`config.mk`:
```
export PLATFORM = sky130hd
export DESIGN_NAME = burst_addr_seq
export DESIGN_NICKNAME = d
export VERILOG_FILES = /design/src/rtl/burst_pkg.sv /design/src/rtl/burst_strobe_arb.sv /design/src/rtl/burst_order_map.sv /design/src/rtl/burst_beat_counter.sv /design/src/rtl/burst_addr_seq.sv
export SDC_FILE = /design/constraint.sdc
export NUM_CORES = 1
export LEC_CHECK = 0
export CAP_MARGIN = 20
export CORE_MARGIN = 1.5
export CORE_UTILIZATION = 49
export DETAILED_ROUTE_END_ITERATION = 8
export DONT_BUFFER_PORTS = 1
export PLACE_DENSITY = 0.78
export SLEW_MARGIN = 20
export SYNTH_ARGS = -nofsm -noshare
export SYNTH_HDL_FRONTEND = slang
export SYNTH_SLANG_ARGS = --single-unit
```
`constraint.sdc`:
```
create_clock -name clk -period 1.4 [get_ports clk]
set_input_delay 0.07 -clock clk [delete_from_list [all_inputs] [get_ports clk]]
set_output_delay 0.07 -clock clk [all_outputs]
set_load 0.05 [all_outputs]
```
`src/rtl/burst_pkg.sv`:
```
package burst_pkg;
  typedef enum logic [1:0] {
    EV_IDLE  = 2'd0,
    EV_LOAD  = 2'd1,
    EV_DESEL = 2'd2,
    EV_STEP  = 2'd3
  } burst_ev_e;
endpackage

```
`src/rtl/burst_strobe_arb.sv`:
```
module burst_strobe_arb
  import burst_pkg::*;
(
  input  logic      clk,
  input  logic      rst_n,
  input  logic      strobe_cpu_n,
  input  logic      strobe_ctl_n,
  input  logic      step_n,
  input  logic      en1_n,
  input  logic      en2,
  input  logic      en3_n,
  input  logic      selected,
  output burst_ev_e ev
);
  logic chip_sel, cpu_hit, ctl_hit;

  always_comb begin
    chip_sel = !en1_n && en2 && !en3_n;
    cpu_hit  = !strobe_cpu_n && !en1_n;
    ctl_hit  = !strobe_ctl_n && !cpu_hit;
    if (cpu_hit || ctl_hit)
      ev = chip_sel ? EV_LOAD : EV_DESEL;
    else if (!step_n && selected)
      ev = EV_STEP;
    else
      ev = EV_IDLE;
  end

  // gated processor strobe alone never loads or deselects
  a_r4_cpu_gated: assert property (@(posedge clk) disable iff (!rst_n)
    (!strobe_cpu_n && en1_n && strobe_ctl_n) |-> (ev == EV_IDLE || ev == EV_STEP));
endmodule

```
`src/rtl/burst_order_map.sv`:
```
module burst_order_map #(
  parameter int LW = 2
) (
  input  logic [LW-1:0] start,
  input  logic [LW-1:0] count,
  input  logic          interleave,
  output logic [LW-1:0] low
);
  always_comb begin
    if (interleave) low = start ^ count;
    else            low = start + count;
  end
endmodule

```
`src/rtl/burst_beat_counter.sv`:
```
module burst_beat_counter #(
  parameter int LW = 2
) (
  input  logic          clk,
  input  logic          rst_n,
  input  logic          load,
  input  logic          step,
  input  logic [LW-1:0] start_in,
  input  logic          interleave,
  output logic [LW-1:0] low_out
);
  localparam logic [LW-1:0] ONE = {{(LW-1){1'b0}}, 1'b1};
  logic [LW-1:0] start_q, cnt_q;

  always_ff @(posedge clk) begin
    if (!rst_n) begin
      start_q <= '0;
      cnt_q   <= '0;
    end else if (load) begin
      start_q <= start_in;
      cnt_q   <= '0;
    end else if (step) begin
      cnt_q   <= cnt_q + ONE;
    end
  end

  burst_order_map #(.LW(LW)) u_map (
    .start(start_q), .count(cnt_q), .interleave(interleave), .low(low_out)
  );

  // linear order advances the low bits by one, modulo the group size
  a_r7_linear_step: assert property (@(posedge clk) disable iff (!rst_n)
    (step && !load && !interleave && $stable(interleave)) |=> low_out == $past(low_out) + ONE);
  // a load always restarts the burst at the sampled start bits
  a_r11_restart: assert property (@(posedge clk) disable iff (!rst_n)
    (load && $stable(interleave)) |=> low_out == $past(start_in));
endmodule

```
`src/rtl/burst_addr_seq.sv`:
```
module burst_addr_seq
  import burst_pkg::*;
#(
  parameter int AW = 20,
  parameter int LW = 2
) (
  input  logic          clk,
  input  logic          rst_n,
  input  logic [AW-1:0] addr_in,
  input  logic          strobe_cpu_n,
  input  logic          strobe_ctl_n,
  input  logic          step_n,
  input  logic          en1_n,
  input  logic          en2,
  input  logic          en3_n,
  input  logic          order_sel,
  output logic [AW-1:0] mem_addr,
  output logic          sel_valid
);
  localparam int UW = AW - LW;

  burst_ev_e     ev;
  logic [UW-1:0] upper_q;
  logic [LW-1:0] low;
  logic          valid_q;

  burst_strobe_arb u_arb (
    .clk(clk), .rst_n(rst_n),
    .strobe_cpu_n(strobe_cpu_n), .strobe_ctl_n(strobe_ctl_n), .step_n(step_n),
    .en1_n(en1_n), .en2(en2), .en3_n(en3_n), .selected(valid_q), .ev(ev)
  );

  burst_beat_counter #(.LW(LW)) u_cnt (
    .clk(clk), .rst_n(rst_n),
    .load(ev == EV_LOAD), .step(ev == EV_STEP),
    .start_in(addr_in[LW-1:0]), .interleave(order_sel), .low_out(low)
  );

  always_ff @(posedge clk) begin
    if (!rst_n) begin
      upper_q <= '0;
      valid_q <= 1'b0;
    end else begin
      case (ev)
        EV_LOAD: begin
          upper_q <= addr_in[AW-1:LW];
          valid_q <= 1'b1;
        end
        EV_DESEL: valid_q <= 1'b0;
        default: ;
      endcase
    end
  end

  assign mem_addr  = {upper_q, low};
  assign sel_valid = valid_q;

  // a qualified strobe puts the sampled address on the output
  a_r2_load: assert property (@(posedge clk) disable iff (!rst_n)
    (ev == EV_LOAD && $stable(order_sel)) |=> (sel_valid && mem_addr == $past(addr_in)));
  // a strobe without chip select deselects
  a_r6_desel: assert property (@(posedge clk) disable iff (!rst_n)
    (ev == EV_DESEL) |=> !sel_valid);
  // no strobe and no advance holds the address
  a_r10_hold: assert property (@(posedge clk) disable iff (!rst_n)
    (ev == EV_IDLE && $stable(order_sel)) |=> ($stable(mem_addr) && $stable(sel_valid)));
  // stepping never disturbs the upper address field
  a_r9_upper: assert property (@(posedge clk) disable iff (!rst_n)
    (ev == EV_STEP) |=> $stable(mem_addr[AW-1:LW]));
endmodule

```
======== Word level (Yosys, flattened, before mapping) ========
Index checks and enable logic that the tools add are counted.
word-level totals
  register bits after elaboration ......... 23
  word-level logic and storage cells ...... 30
  latch bits .............................. 0
  memory bits (writable) .................. 0
  output and inout bits ................... 21
  ROM bits ................................ 0
  input port bits ......................... 29
  memories ................................ 0
operators by class
  add/subtract/negate cells ............... 2
  $mul .................................... 0
  muxes and demuxes ....................... 5
  bitwise operators ....................... 2
  equal/unequal tests ..................... 3
  reduce and logical (&&, ||, !) cells .... 14
  div/mod/pow operators ................... 0
  shifts and indexed selects .............. 0
  $lt $le $gt $ge ......................... 0
operators by type and width
  kind                   count
  $mux W2                4
  $logic_not A1 Y1       6
  $logic_and A1 B1 Y1    5
  $eq A2 B2 Y1 const B   2
  $add A2 B1 Y2 const B  1
  $add A2 B2 Y2          1
  $eq A2 B1 Y1 const B   1
  $pmux W1 S2            1
  $reduce_bool A2 Y1     1
  $reduce_or A2 Y1       1
  $xor A2 B2 Y2          1
  $logic_or A1 B1 Y1     1
  $not A1 Y1             1

======== Longest topological paths before layout ========
Gate-level depths: netlist of run 1.
  word-level depth ........................ 8
  depth in mapped cells ................... 7
  gate-level depth less buffers ........... 7

======== Hierarchy ========
Synthesis of run 1 repeated with hierarchy kept, for this count alone.
second synthesis, totals
  cell total of the unflattened synthesis .. 92
  area, all modules ....................... 1031.0 um^2
by module, submodules not included
  module              area each (um^2)  sequential area each (um^2)  cells an instance  instances
  burst_addr_seq      783.3             380.4                        67                 1
  burst_beat_counter  160.2             80.1                         14                 1
  burst_strobe_arb    51.3              0.0                          7                  1
  burst_order_map     36.3              0.0                          4                  1

======== Worst setup path after synthesis of run 1 ========
OpenSTA, ideal clock, no wires.
  path type ............................... reg2reg
  from .................................... register valid_q (netlist: sel_valid)
  to ...................................... register upper_q[0]
  stages on the path, launching flop included .. 7
  data required time ...................... 1.283 ns
  clock period less this slack ............ 1.910 ns
  path slack .............................. -0.510 ns
  setup time .............................. 0.117 ns
  arrival time ............................ 1.793 ns
  buffers on the path ..................... 1
  cells stage by stage .................... dfxtp_1 nor3b_2 a21o_1 ha_1 buf_2 mux2i_1 nor2b_1
on the way
  longest elaborated chain between the ends .. 4
RTL lines
  what                    line                    source
  start, declared         burst_addr_seq.sv:25    logic valid_q;
  start signal, assigned  burst_addr_seq.sv:42    valid_q <= 1'b0;
  start signal, assigned  burst_addr_seq.sv:47    valid_q <= 1'b1;
  start signal, assigned  burst_addr_seq.sv:49    EV_DESEL: valid_q <= 1'b0;
  $logic_and A1 B1 Y1     burst_strobe_arb.sv:23  else if (!step_n && selected)
  $mux W2                 burst_strobe_arb.sv:23
  $mux W2                 burst_strobe_arb.sv:21  if (cpu_hit || ctl_hit)
  $eq A2 B1 Y1            burst_addr_seq.sv:44    case (ev)
  end signal, assigned    burst_addr_seq.sv:46    upper_q <= addr_in[AW-1:LW];
  end, declared           burst_addr_seq.sv:23    logic [UW-1:0] upper_q;
Every way passes these cells.
A chain may end at the register's enable or synchronous reset.

======== Worst setup path in the final report of run 1 ========
  from .................................... register valid_q (netlist: sel_valid)
  to ...................................... register upper_q[16]
Same word-level chain as after synthesis.

==> results of run 1 <==
## worst max path at each step
| stage | startpoint | end | slack, ns | cells after the start |
|---|---|---|---|---|
| finish | sel_valid | upper_q[16] | -0.09 | 6 |
| global route | sel_valid | upper_q[1] | -0.18 | 6 |
| CTS | sel_valid | upper_q[7] | -0.03 | 6 |
| floorplan | sel_valid | upper_q[0] | -0.10 | 6 |
| global placement | sel_valid | upper_q[7] | 0.04 | 6 |
| detailed placement | sel_valid | upper_q[7] | -0.01 | 6 |
## cell families (layout without fill, tap and decap cells)
kind of cell	Yosys count	count (layout)
fa+ha+maj	3	3
xor+xnor	2	2
flops	23	23
mux	21	21
compound gates	7	7
buf+inv	4	51
simple gates	34	34
## cell type report
type,count,area [um^2],area share (%)
Clock buffer,3,22.52,1.461
Tap cell,27,33.78,2.192
Sequential cell,23,469.2,30.44
Clock inverter,1,5.005,0.3247
Multi-Input combinational cell,67,583.1,37.82
Timing Repair Buffer,47,427.9,27.76
## registers in the layout, indices dropped and copies added (netlist names)
register       flops
sel_valid          1
u_cnt.start_q      2
upper_q           18
u_cnt.cnt_q        2
## worst reg2reg max path, cell delays in order (launching register included)
cell     delay (ns)
dfxtp_4        0.36
nor3b_4        0.24
a21o_1         0.16
ha_4           0.17
buf_12         0.16
mux2i_2        0.25
nor2b_1        0.06
## repair_timing
action / in CTS / in global routing
pin swaps: 0 / 3
hold buffers: 22 / 0
endpoints found under the hold margin: 22 / 0
gates resized for setup: 3 / 10
endpoints found under the setup margin: 19 / 23
## power by group through the flow
stage | registers (uW) | logic (uW) | clock network [uW]
after floorplan | 757 | 103 | 0
after global placement | 698 | 199 | 0
after detailed placement | 698 | 203 | 0
after CTS | 684 | 260 | 316
after global routing | 688 | 290 | 346
final | 685 | 271 | 301
## stage by stage
stage / power, uW / setup slack [ns] / area, um^2 / utilization (%)
4_1_cts: 1261 / -0.03108 / 1503 / 77.38
2_1_floorplan: 859.8 / -0.1016 / 1044 / -
6_report: 1256 / -0.09425 / 1541 / 79.38
3_5_place_dp: 901.1 / -0.01033 / 1247 / 64.24
5_1_grt: 1324 / -0.1753 / 1541 / 79.38
3_3_place_gp: 896.6 / 0.03941 / 1247 / 64.24
## placed cells by master (no fill, tap or decap), types with 2 or more instances in the layout
master	count
mux2i_1	18
buf_6	2
buf_4	22
nand2_1	4
clkbuf_4	3
ha_4	2
dfxtp_1	20
mux2i_2	3
dlygate4sd3_1	22
dfxtp_4	2
nor2b_1	21
## metal layers
| layer | up-vias | wire (um) | GRT usage [%] | share of wire [%] |
|---|---|---|---|---|
| li1 | 409 | - | - | - |
| met1 | 378 | 873 | 20.18 | 37 |
| met2 | 31 | 1350 | 40.79 | 57 |
| met3 | 4 | 107 | 4.444 | 4.6 |
| met4 | 0 | 20 | 8.649 | 0.85 |
| met5 | - | 0 | 0 | 0 |
==> flow_metrics.env, run 1 <==
export IMPL_status="complete, but fails checks"
export IMPL_violations="negative setup slack"
export IMPL_cts_buffers=3
export IMPL_path_delay_family="flip-flops"
export IMPL_p_clk_share_pct=23.9
export IMPL_netlist_instances=94
export IMPL_synth_xor_area_share_pct=1.754
export IMPL_tightest_slew_ns=0.5457
export IMPL_coreArea_um2=1942
export IMPL_wl_mm=2.351
export IMPL_syn_to_final_growth_pct=54.39
export IMPL_synth_simple_gate_area_share_pct=20.68
export IMPL_relSlewSlack_pct=63.50
export IMPL_grt_max_degree=22
export IMPL_grt_pass1_wl_mm=3.325
export IMPL_reg2reg_setup_slack_ns=-0.09
export IMPL_maxSlewViolCount=0
export IMPL_hold_end="u_cnt.cnt_q[1]"
export IMPL_wl_per_cell_um=13.99
export IMPL_clockRootBuffer="clkbuf_4"
export IMPL_drtPass1Iterations=3
export IMPL_crit_required_ns=1.61
export IMPL_min_delay_start="strobe_ctl_n"
export IMPL_cts_sinks=23
export IMPL_p_int_uw=911.7
export IMPL_cp_max_fo=12
export IMPL_powerDensity_nw_per_um2=815.0
export IMPL_rr_endpoint="upper_q[16]"
export IMPL_drive_above_1_share_pct=30.50
export IMPL_die_w_um=48.14
export IMPL_whs_ns=0.05098
export IMPL_slowest_stage="dfxtp_4"
export IMPL_arrival_ns=1.70
export IMPL_path_buf_inv=1
export IMPL_syn_area_um2=998.5
export IMPL_drc=0
export IMPL_hp_class="in -> reg"
export IMPL_setup_tns_final_ns=-0.6880
export IMPL_layoutNonFillerInstCount=168
export IMPL_p_leak_uw=0.0005830
export IMPL_die_h_um=48.14
export IMPL_hold_viol_final=0
export IMPL_synth_area_per_cell_um2=10.62
export IMPL_drt_iter0_drc=10
export IMPL_synthTopCellsByArea="dfxtp_1 (46%), mux2i_1 (21%), nor2b_1 (14%)"
export IMPL_synthAdderAreaFrac_pct=3.759
export IMPL_post_cts_buffers=0
export IMPL_crit_chain="nor3b_4 -> a21o_1 -> ha_4 -> buf_12 -> mux2i_2 -> nor2b_1"
export IMPL_setup_viol=17
export IMPL_max_freq_ghz=0.6692
export IMPL_whs_path_depth=3
export IMPL_peakVddDrop_v=0.0006401
export IMPL_ys_seq_elements=23
export IMPL_place_gp_congestion=0.6577
export IMPL_synth_flop_cell="dfxtp_1"
export IMPL_layout_setup_ws_ns=-0.09425
export IMPL_track_usage_pct=20.67
export IMPL_pwr_share_seq_pct=54.5
export IMPL_synth_most_common_cell="dfxtp_1"
export IMPL_fp_row_count=16
export IMPL_post_drt_via_cell_ratio=4.893
export IMPL_post_synth_top_area_cell="dfxtp_1"
export IMPL_ant_nets=0
export IMPL_layout_min_cycle_time_ns=1.494
export IMPL_synth_edf_count=0
export IMPL_finalClockSkew_ns=0.001050
export IMPL_htree_levels=1
export IMPL_rsz0062_at_grt="yes"
export IMPL_switching_power_uw=344.7
export IMPL_switching_share_pct=27.44
export IMPL_cap_violations=0
export IMPL_rr_startpoint="sel_valid"
export IMPL_worst_setup_path_type="reg -> reg"
export IMPL_dp_cells=142
export IMPL_muxShareOfSynthArea_pct=21.05
export IMPL_ys_async_sr_fraction_pct=0
export IMPL_place_hpwl_mm=1.386
export IMPL_synth_compound_area_share_pct=4.887
export IMPL_clkTransAtPathRegs_ns=0.12
export IMPL_synth_cell_types=22
export IMPL_grt_antenna_before_repair=0
export IMPL_io_pin_count=50
export IMPL_start_util_pct=51.42
export IMPL_syn_nets=126
export IMPL_cpPeakStageDelay_ns=0.36
export IMPL_vias=822
export IMPL_diodes=0
export IMPL_place_port_buffers=0
export IMPL_grt_pass1_vias=819
export IMPL_fin_nets=174
export IMPL_fillers=127
export IMPL_clk_latency_ns=0.30
export IMPL_yosysWarnings=0
export IMPL_grt_overflow_total=0
export IMPL_period_share_pct=106.7
export IMPL_startpoint_type="flip-flop"
export IMPL_die_area_um2=2317
export IMPL_r2r_cells=6
export IMPL_power_combinational_fraction_pct=21.5
export IMPL_synth_top_area_share_pct=46.12
export IMPL_end_kind="flip-flop"
export IMPL_synth_seq_area_share_pct=46.12
export IMPL_cts_buffer_depth=2
export IMPL_synth_top_family_by_area="multiplexers"
export IMPL_synth_common_cells="dfxtp_1 (23), nor2b_1 (22), mux2i_1 (21), nand2_1 (4), ha_1 (3)"
export IMPL_tritoncts="done"
No activity file was read; power rests on OpenSTA's default activity.
==> run 2, diff against run 1 <==
--- a/config.mk
+++ b/config.mk
@@ -5,6 +5,7 @@
 export SDC_FILE = /design/constraint.sdc
 export NUM_CORES = 1
 export LEC_CHECK = 0
+export ABC_AREA = 1
 export CAP_MARGIN = 20
 export CORE_MARGIN = 1.5
 export CORE_UTILIZATION = 49
==> run 2 against run 1 <==
Effect of this change: highest routed layer unchanged; the run still ends with negative setup slack left; die area is 4.4% lower; core utilization up 3.5 points; area after synthesis decreased by 4.6%; combinational power is 16% higher; largest power group unchanged; flip-flop and latch count is the same; via count rose by 19%.
==> flow_metrics.env, run 2 <==
export IMPL_regMostFlops="upper_q"
export IMPL_synth_xor_area_share_pct=1.840
export IMPL_setup_tns_final_ns=-0.8382
export IMPL_grt_antenna_before_repair=0
export IMPL_synth_simple_gate_area_share_pct=23.92
export IMPL_peakVddDrop_v=0.0007617
export IMPL_cp_max_fo=10
export IMPL_ys_async_sr_fraction_pct=0
export IMPL_drtPass1Iterations=4
export IMPL_end_kind="flip-flop"
export IMPL_layout_commonest_cell="nor2_1"
export IMPL_synth_top_family_by_area="simple AND/OR/NAND/NOR gates"
export IMPL_drt_iter0_drc=19
export IMPL_wl_mm=2.622
export IMPL_post_synth_top_area_cell="dfxtp_1"
export IMPL_largest_reg_flops=18
export IMPL_post_drt_via_cell_ratio=5.052
export IMPL_syn_to_final_growth_pct=55.19
export IMPL_cts_buffers=3
export IMPL_ant_nets=0
export IMPL_grt_pass1_vias=931
export IMPL_powerDensity_nw_per_um2=888.4
export IMPL_crit_required_ns=1.61
export IMPL_place_gp_congestion=0.6897
export IMPL_p_total_uw=1313
export IMPL_syn_area_um2=952.2
export IMPL_synth_compound_area_share_pct=14.85
export IMPL_place_port_buffers=0
export IMPL_dpl_cell_area_um2=1112
export IMPL_track_usage_pct=24.43
export IMPL_finalClockSkew_ns=0.003239
export IMPL_synth_cell_types=18
export IMPL_fin_nets=202
export IMPL_arrival_ns=1.69
export IMPL_grt_pass1_wl_mm=3.822
export IMPL_fin_area_um2=1478
export IMPL_startpoint_type="flip-flop"
export IMPL_layout_common_cells="nor2_1 (40), o21ai_0 (21), dlygate4sd3_1 (21)"
export IMPL_hp_class="in -> reg"
export IMPL_maxSlewViolCount=0
export IMPL_io_pin_count=50
export IMPL_drc=0
export IMPL_synth_top_area_share_pct=48.36
export IMPL_setup_viol=21
export IMPL_rsz0062_at_grt="yes"
export IMPL_muxShareOfSynthArea_pct=0
export IMPL_wl_per_cell_um=13.52
export IMPL_synth_most_common_cell="nor2_1"
export IMPL_die_w_um=47.08
export IMPL_violations="negative setup slack"
export IMPL_start_util_pct=53.40
export IMPL_netlist_instances=126
export IMPL_cap_violations=0
export IMPL_die_area_um2=2217
export IMPL_drive_above_1_share_pct=31.95
export IMPL_max_freq_ghz=0.6721
export IMPL_layout_setup_ws_ns=-0.08787
export IMPL_dp_cells=165
export IMPL_ys_seq_elements=23
export IMPL_synth_edf_count=0
export IMPL_fp_row_count=15
export IMPL_die_h_um=47.08
export IMPL_syn_nets=158
export IMPL_coreArea_um2=1783
export IMPL_period_share_pct=106.3
export IMPL_clkTransAtPathRegs_ns=0.12
export IMPL_fin_util_pct=82.88
export IMPL_place_hpwl_mm=1.538
export IMPL_grt_overflow_total=0
export IMPL_clk_latency_ns=0.31
export IMPL_status="complete, but fails checks"
export IMPL_synth_flop_cell="dfxtp_1"
export IMPL_reg_top3="upper_q: 18 flops, u_cnt.cnt_q: 2 flops, u_cnt.start_q: 2 flops"
export IMPL_synth_seq_area_share_pct=48.36
export IMPL_synth_common_cells="nor2_1 (49), dfxtp_1 (23), o21ai_0 (21), inv_1 (7), buf_2 (4)"
export IMPL_tritoncts="done"
export IMPL_relSlewSlack_pct=58.52
export IMPL_synthAdderAreaFrac_pct=3.942
export IMPL_synth_area_per_cell_um2=7.557
export IMPL_synthTopCellsByArea="dfxtp_1 (48%), nor2_1 (19%), o21ai_0 (11%)"
export IMPL_yosysWarnings=0
export IMPL_fillers=105
export IMPL_vias=980
export IMPL_layout_min_cycle_time_ns=1.488
export IMPL_htree_levels=1
export IMPL_p_leak_uw=0.0006629
export IMPL_cts_buffer_depth=2
export IMPL_worst_setup_path_type="reg -> reg"
export IMPL_diodes=0
export IMPL_cts_sinks=23
export IMPL_tightest_slew_ns=0.6201
export IMPL_clockRootBuffer="clkbuf_4"
export IMPL_grt_max_degree=22
export IMPL_layoutNonFillerInstCount=194
export IMPL_hold_viol_final=0
## run 2: per-layer routing
layer	track usage (%)	vias to the layer above	routed length [um]
met5	0	-	0
met4	12.78	0	77
met3	3.077	8	146
met2	40.55	39	1297
met1	30.90	452	1100
li1	-	481	-
## run 2: layout make-up
cell class | instances | area [um^2] | area share (%)
multi-input cells | 87 | 499.2 | 33.78
flip-flops and latches | 23 | 469.2 | 31.75
repair buffers | 43 | 395.4 | 26.76
inverters | 10 | 41.29 | 2.794
well taps | 25 | 31.28 | 2.117
clock buffers | 4 | 26.28 | 1.778
repair inverters | 2 | 15.01 | 1.016
## run 2: stage by stage
stage	hold slack [ns]	setup slack [ns]
2_1_floorplan	0.1955	0.004897
3_3_place_gp	0.2036	-0.02323
3_5_place_dp	0.2135	-0.1227
4_1_cts	0.09660	-0.002844
5_1_grt	0.1081	-0.1508
6_report	0.1155	-0.08787
## run 2: final timing paths
check                from  slack [ns]  depth (start not counted)             end
max             sel_valid       -0.09                          8     upper_q[10]
min          strobe_ctl_n        0.12                          3  u_cnt.cnt_q[0]
max reg2reg     sel_valid       -0.09                          8     upper_q[10]
min reg2reg    upper_q[3]        0.52                          2      upper_q[3]
## run 2: worst max-delay path, stage by stage (launching register included)
cell	delay (ns)
dfxtp_4	0.38
nand2_4	0.05
nor2_4	0.15
inv_2	0.07
o21ai_4	0.07
ha_4	0.21
clkinvlp_4	0.21
nor2_1	0.17
nor2_1	0.08
## run 2: cell families after synthesis
kind of cell / after synthesis
and+or+nand+nor: 56
AOI/OAI and AO/OA: 26
DFF: 23
buffers and inverters: 16
adders and majority gates: 3
xor gates and xnor gates: 2
## run 2: power breakdown
part	switching (uW)	total, uW	internal, uW	leakage (uW)
combinational	193	314	121	0.000459
sequential	18.0	700	681	0.000189
clock	188	299	111	0.0000150
## run 2: what timing repair did
item,CTS,global route
endpoints found under the hold margin,22,0
pin swaps,0,1
gates resized for setup,8,18
endpoints found under the setup margin,22,23
gates cloned,2,0
hold buffers,21,0
setup buffers,1,1
==> run 3, diff against run 2 <==
--- a/config.mk
+++ b/config.mk
@@ -6,12 +6,12 @@
 export NUM_CORES = 1
 export LEC_CHECK = 0
 export ABC_AREA = 1
+export BUFFER_PORTS_ARGS = -buffer_cell sky130_fd_sc_hd__buf_2
 export CAP_MARGIN = 20
 export CORE_MARGIN = 1.5
-export CORE_UTILIZATION = 49
+export CORE_UTILIZATION = 39
 export DETAILED_ROUTE_END_ITERATION = 8
-export DONT_BUFFER_PORTS = 1
-export PLACE_DENSITY = 0.78
+export PLACE_DENSITY = 0.86
 export SLEW_MARGIN = 20
 export SYNTH_ARGS = -nofsm -noshare
 export SYNTH_HDL_FRONTEND = slang
==> run 3 against run 2 <==
Effect of this change: the flow still finishes with violations (negative setup slack); register-to-register slack worse by 0.02 ns; flip-flop and latch count is the same; sequential power is essentially flat; cell count up 20%; setup slack lost 0.016 ns; count of clock-buffer cells in the layout fell by 1; clock power increased by 6%; non-clock buffer count increased by 37; via count is 15% higher; sequential share of layout area down 5.6 points; critical path depth did not move; critical path type unchanged; critical endpoint is now u_cnt.start_q[0]; largest cell class is now non-clock buffers; largest power group unchanged.
==> flow_metrics.env, run 3 (synthesis results as in run 2) <==
export IMPL_track_usage_pct=18.98
export IMPL_io_pin_count=50
export IMPL_post_drt_via_cell_ratio=4.875
export IMPL_peakVddDrop_v=0.0007959
export IMPL_cts_sinks=23
export IMPL_crit_required_ns=1.64
export IMPL_grt_antenna_before_repair=0
export IMPL_tightest_slew_ns=0.4051
export IMPL_fin_area_um2=1787
export IMPL_maxSlewViolCount=0
export IMPL_start_util_pct=42.23
export IMPL_clkTransAtPathRegs_ns=0.14
export IMPL_grt_pass1_vias=996
export IMPL_cap_violations=0
export IMPL_layout_setup_ws_ns=-0.1037
export IMPL_worst_setup_path_type="reg -> reg"
export IMPL_slowest_stage="dfxtp_4"
export IMPL_reg_top3="upper_q: 18 flops, u_cnt.cnt_q: 2 flops, u_cnt.start_q: 2 flops"
export IMPL_finalClockSkew_ns=0.01083
export IMPL_regMostFlops="upper_q"
export IMPL_tritoncts="done"
export IMPL_dpl_cell_area_um2=1249
export IMPL_grt_pass1_wl_mm=3.926
export IMPL_grt_overflow_total=0
export IMPL_hold_end="upper_q[1]"
export IMPL_path_delay_family="flip-flops"
export IMPL_setup_viol=23
export IMPL_layout_common_cells="buf_2 (48), nor2_1 (28), dlygate4sd3_1 (20), dfxtp_1 (20), nor2_4 (12)"
export IMPL_wl_per_cell_um=14.97
export IMPL_rr_startpoint="sel_valid"
export IMPL_min_delay_start="rst_n"
export IMPL_wl_met2_mm=1.887
export IMPL_whs_path_depth=3
export IMPL_hold_viol_final=0
export IMPL_cpPeakStageDelay_ns=0.40
export IMPL_layout_commonest_cell="buf_2"
export IMPL_vias=1131
export IMPL_die_h_um=52.41
export IMPL_end_kind="flip-flop"
export IMPL_clk_latency_ns=0.32
export IMPL_clockRootBuffer="clkbuf_4"
export IMPL_reg2reg_setup_slack_ns=-0.10
export IMPL_place_port_buffers=49
export IMPL_crit_chain="nand2_4 -> nor2_4 -> inv_2 -> o21ai_4 -> ha_4 -> buf_6 -> o21ai_0 -> nor2_1"
export IMPL_startpoint="sel_valid"
export IMPL_path_buf_inv=2
export IMPL_drive_above_1_share_pct=52.94
export IMPL_die_area_um2=2747
export IMPL_r2r_cells=8
export IMPL_drt_iter0_drc=31
export IMPL_powerDensity_nw_per_um2=792.6
export IMPL_drtPass1Iterations=4
export IMPL_cts_buffers=3
export IMPL_ant_nets=0
export IMPL_grt_max_degree=22
export IMPL_whs_ns=0.1663
export IMPL_routedLengthMet1_mm=1.318
export IMPL_place_gp_congestion=0.7220
export IMPL_wl_met3_um=167
export IMPL_diodes=0
export IMPL_cp_max_fo=5
export IMPL_hp_class="in -> reg"
export IMPL_syn_to_final_growth_pct=87.65
export IMPL_place_hpwl_mm=1.575
export IMPL_layout_min_cycle_time_ns=1.504
export IMPL_wl_mm=3.473
export IMPL_cts_buffer_depth=2
export IMPL_status="complete, but fails checks"
export IMPL_rsz0062_at_grt="yes"
export IMPL_max_freq_ghz=0.6650
export IMPL_rr_endpoint="u_cnt.start_q[0]"
export IMPL_htree_levels=1
export IMPL_largest_reg_flops=18
export IMPL_violations="negative setup slack"
export IMPL_coreArea_um2=2255
export IMPL_relSlewSlack_pct=72.99
export IMPL_drc=0
export IMPL_arrival_ns=1.75
export IMPL_startpoint_type="flip-flop"
export IMPL_fp_row_count=17
export IMPL_fin_nets=237
export IMPL_fin_util_pct=79.25
export IMPL_period_share_pct=107.4
export IMPL_highest_layer="met4"
export IMPL_p_leak_uw=0.0008405
export IMPL_die_w_um=52.41
## run 3: stage by stage
step           setup slack [ns]  TNS, ns  std cells  total power, uW
6_report                -0.1037  -0.9433        232             1416
3_5_place_dp            0.03247        0        202            970.8
5_1_grt                 -0.1680   -2.167        232             1472
2_1_floorplan          0.004897        0        126            887.2
4_1_cts                0.001894        0        226             1307
3_3_place_gp            0.07897        0        202            968.7
## run 3: worst max path at each step
stage,cells after the start,end,slack [ns]
2_1_floorplan,9,upper_q[0],0.005
3_3_place_gp,9,upper_q[7],0.08
3_5_place_dp,9,upper_q[13],0.03
4_1_cts,8,upper_q[5],0.002
5_1_grt,8,u_cnt.start_q[0],-0.17
6_report,8,u_cnt.start_q[0],-0.10
## run 3: cell type report
| cell class | instances | area [um^2] |
|---|---|---|
| clock buffers | 3 | 22.52 |
| flip-flops and latches | 23 | 466.7 |
| inverters | 10 | 42.54 |
| fillers | 155 | 467.9 |
| well taps | 28 | 35.03 |
| multi-input cells | 87 | 601.8 |
| repair buffers | 80 | 613.1 |
| clock inverters | 1 | 5.005 |
## run 3: what timing repair did
item | 4_1_cts | 5_1_grt
setup buffers | 1 | 1
gates resized for setup | 2 | 70
hold endpoints to repair | 19 | 1
cloned | 0 | 4
endpoints found under the setup margin | 1 | 23
hold buffers | 19 | 1
pin swaps | 0 | 16
## run 3: layer usage
metal | vias to the layer above | track usage (%)
li1 | 552 | -
met1 | 523 | 22.52
met2 | 48 | 34.38
met3 | 8 | 2.857
met4 | 0 | 6.410
met5 | - | 0
## run 3: report_power, final
part           leakage, uW  total (uW)  internal, uW  switching (uW)
Clock            0.0000177         316           107             210
Sequential        0.000188         703           683            19.7
Combinational     0.000635         397           160             237
## run 3: worst min-delay path, cell delays in order
cell,delay [ns]
buf_2,0.24
o21ai_2,0.10
nor2_1,0.05
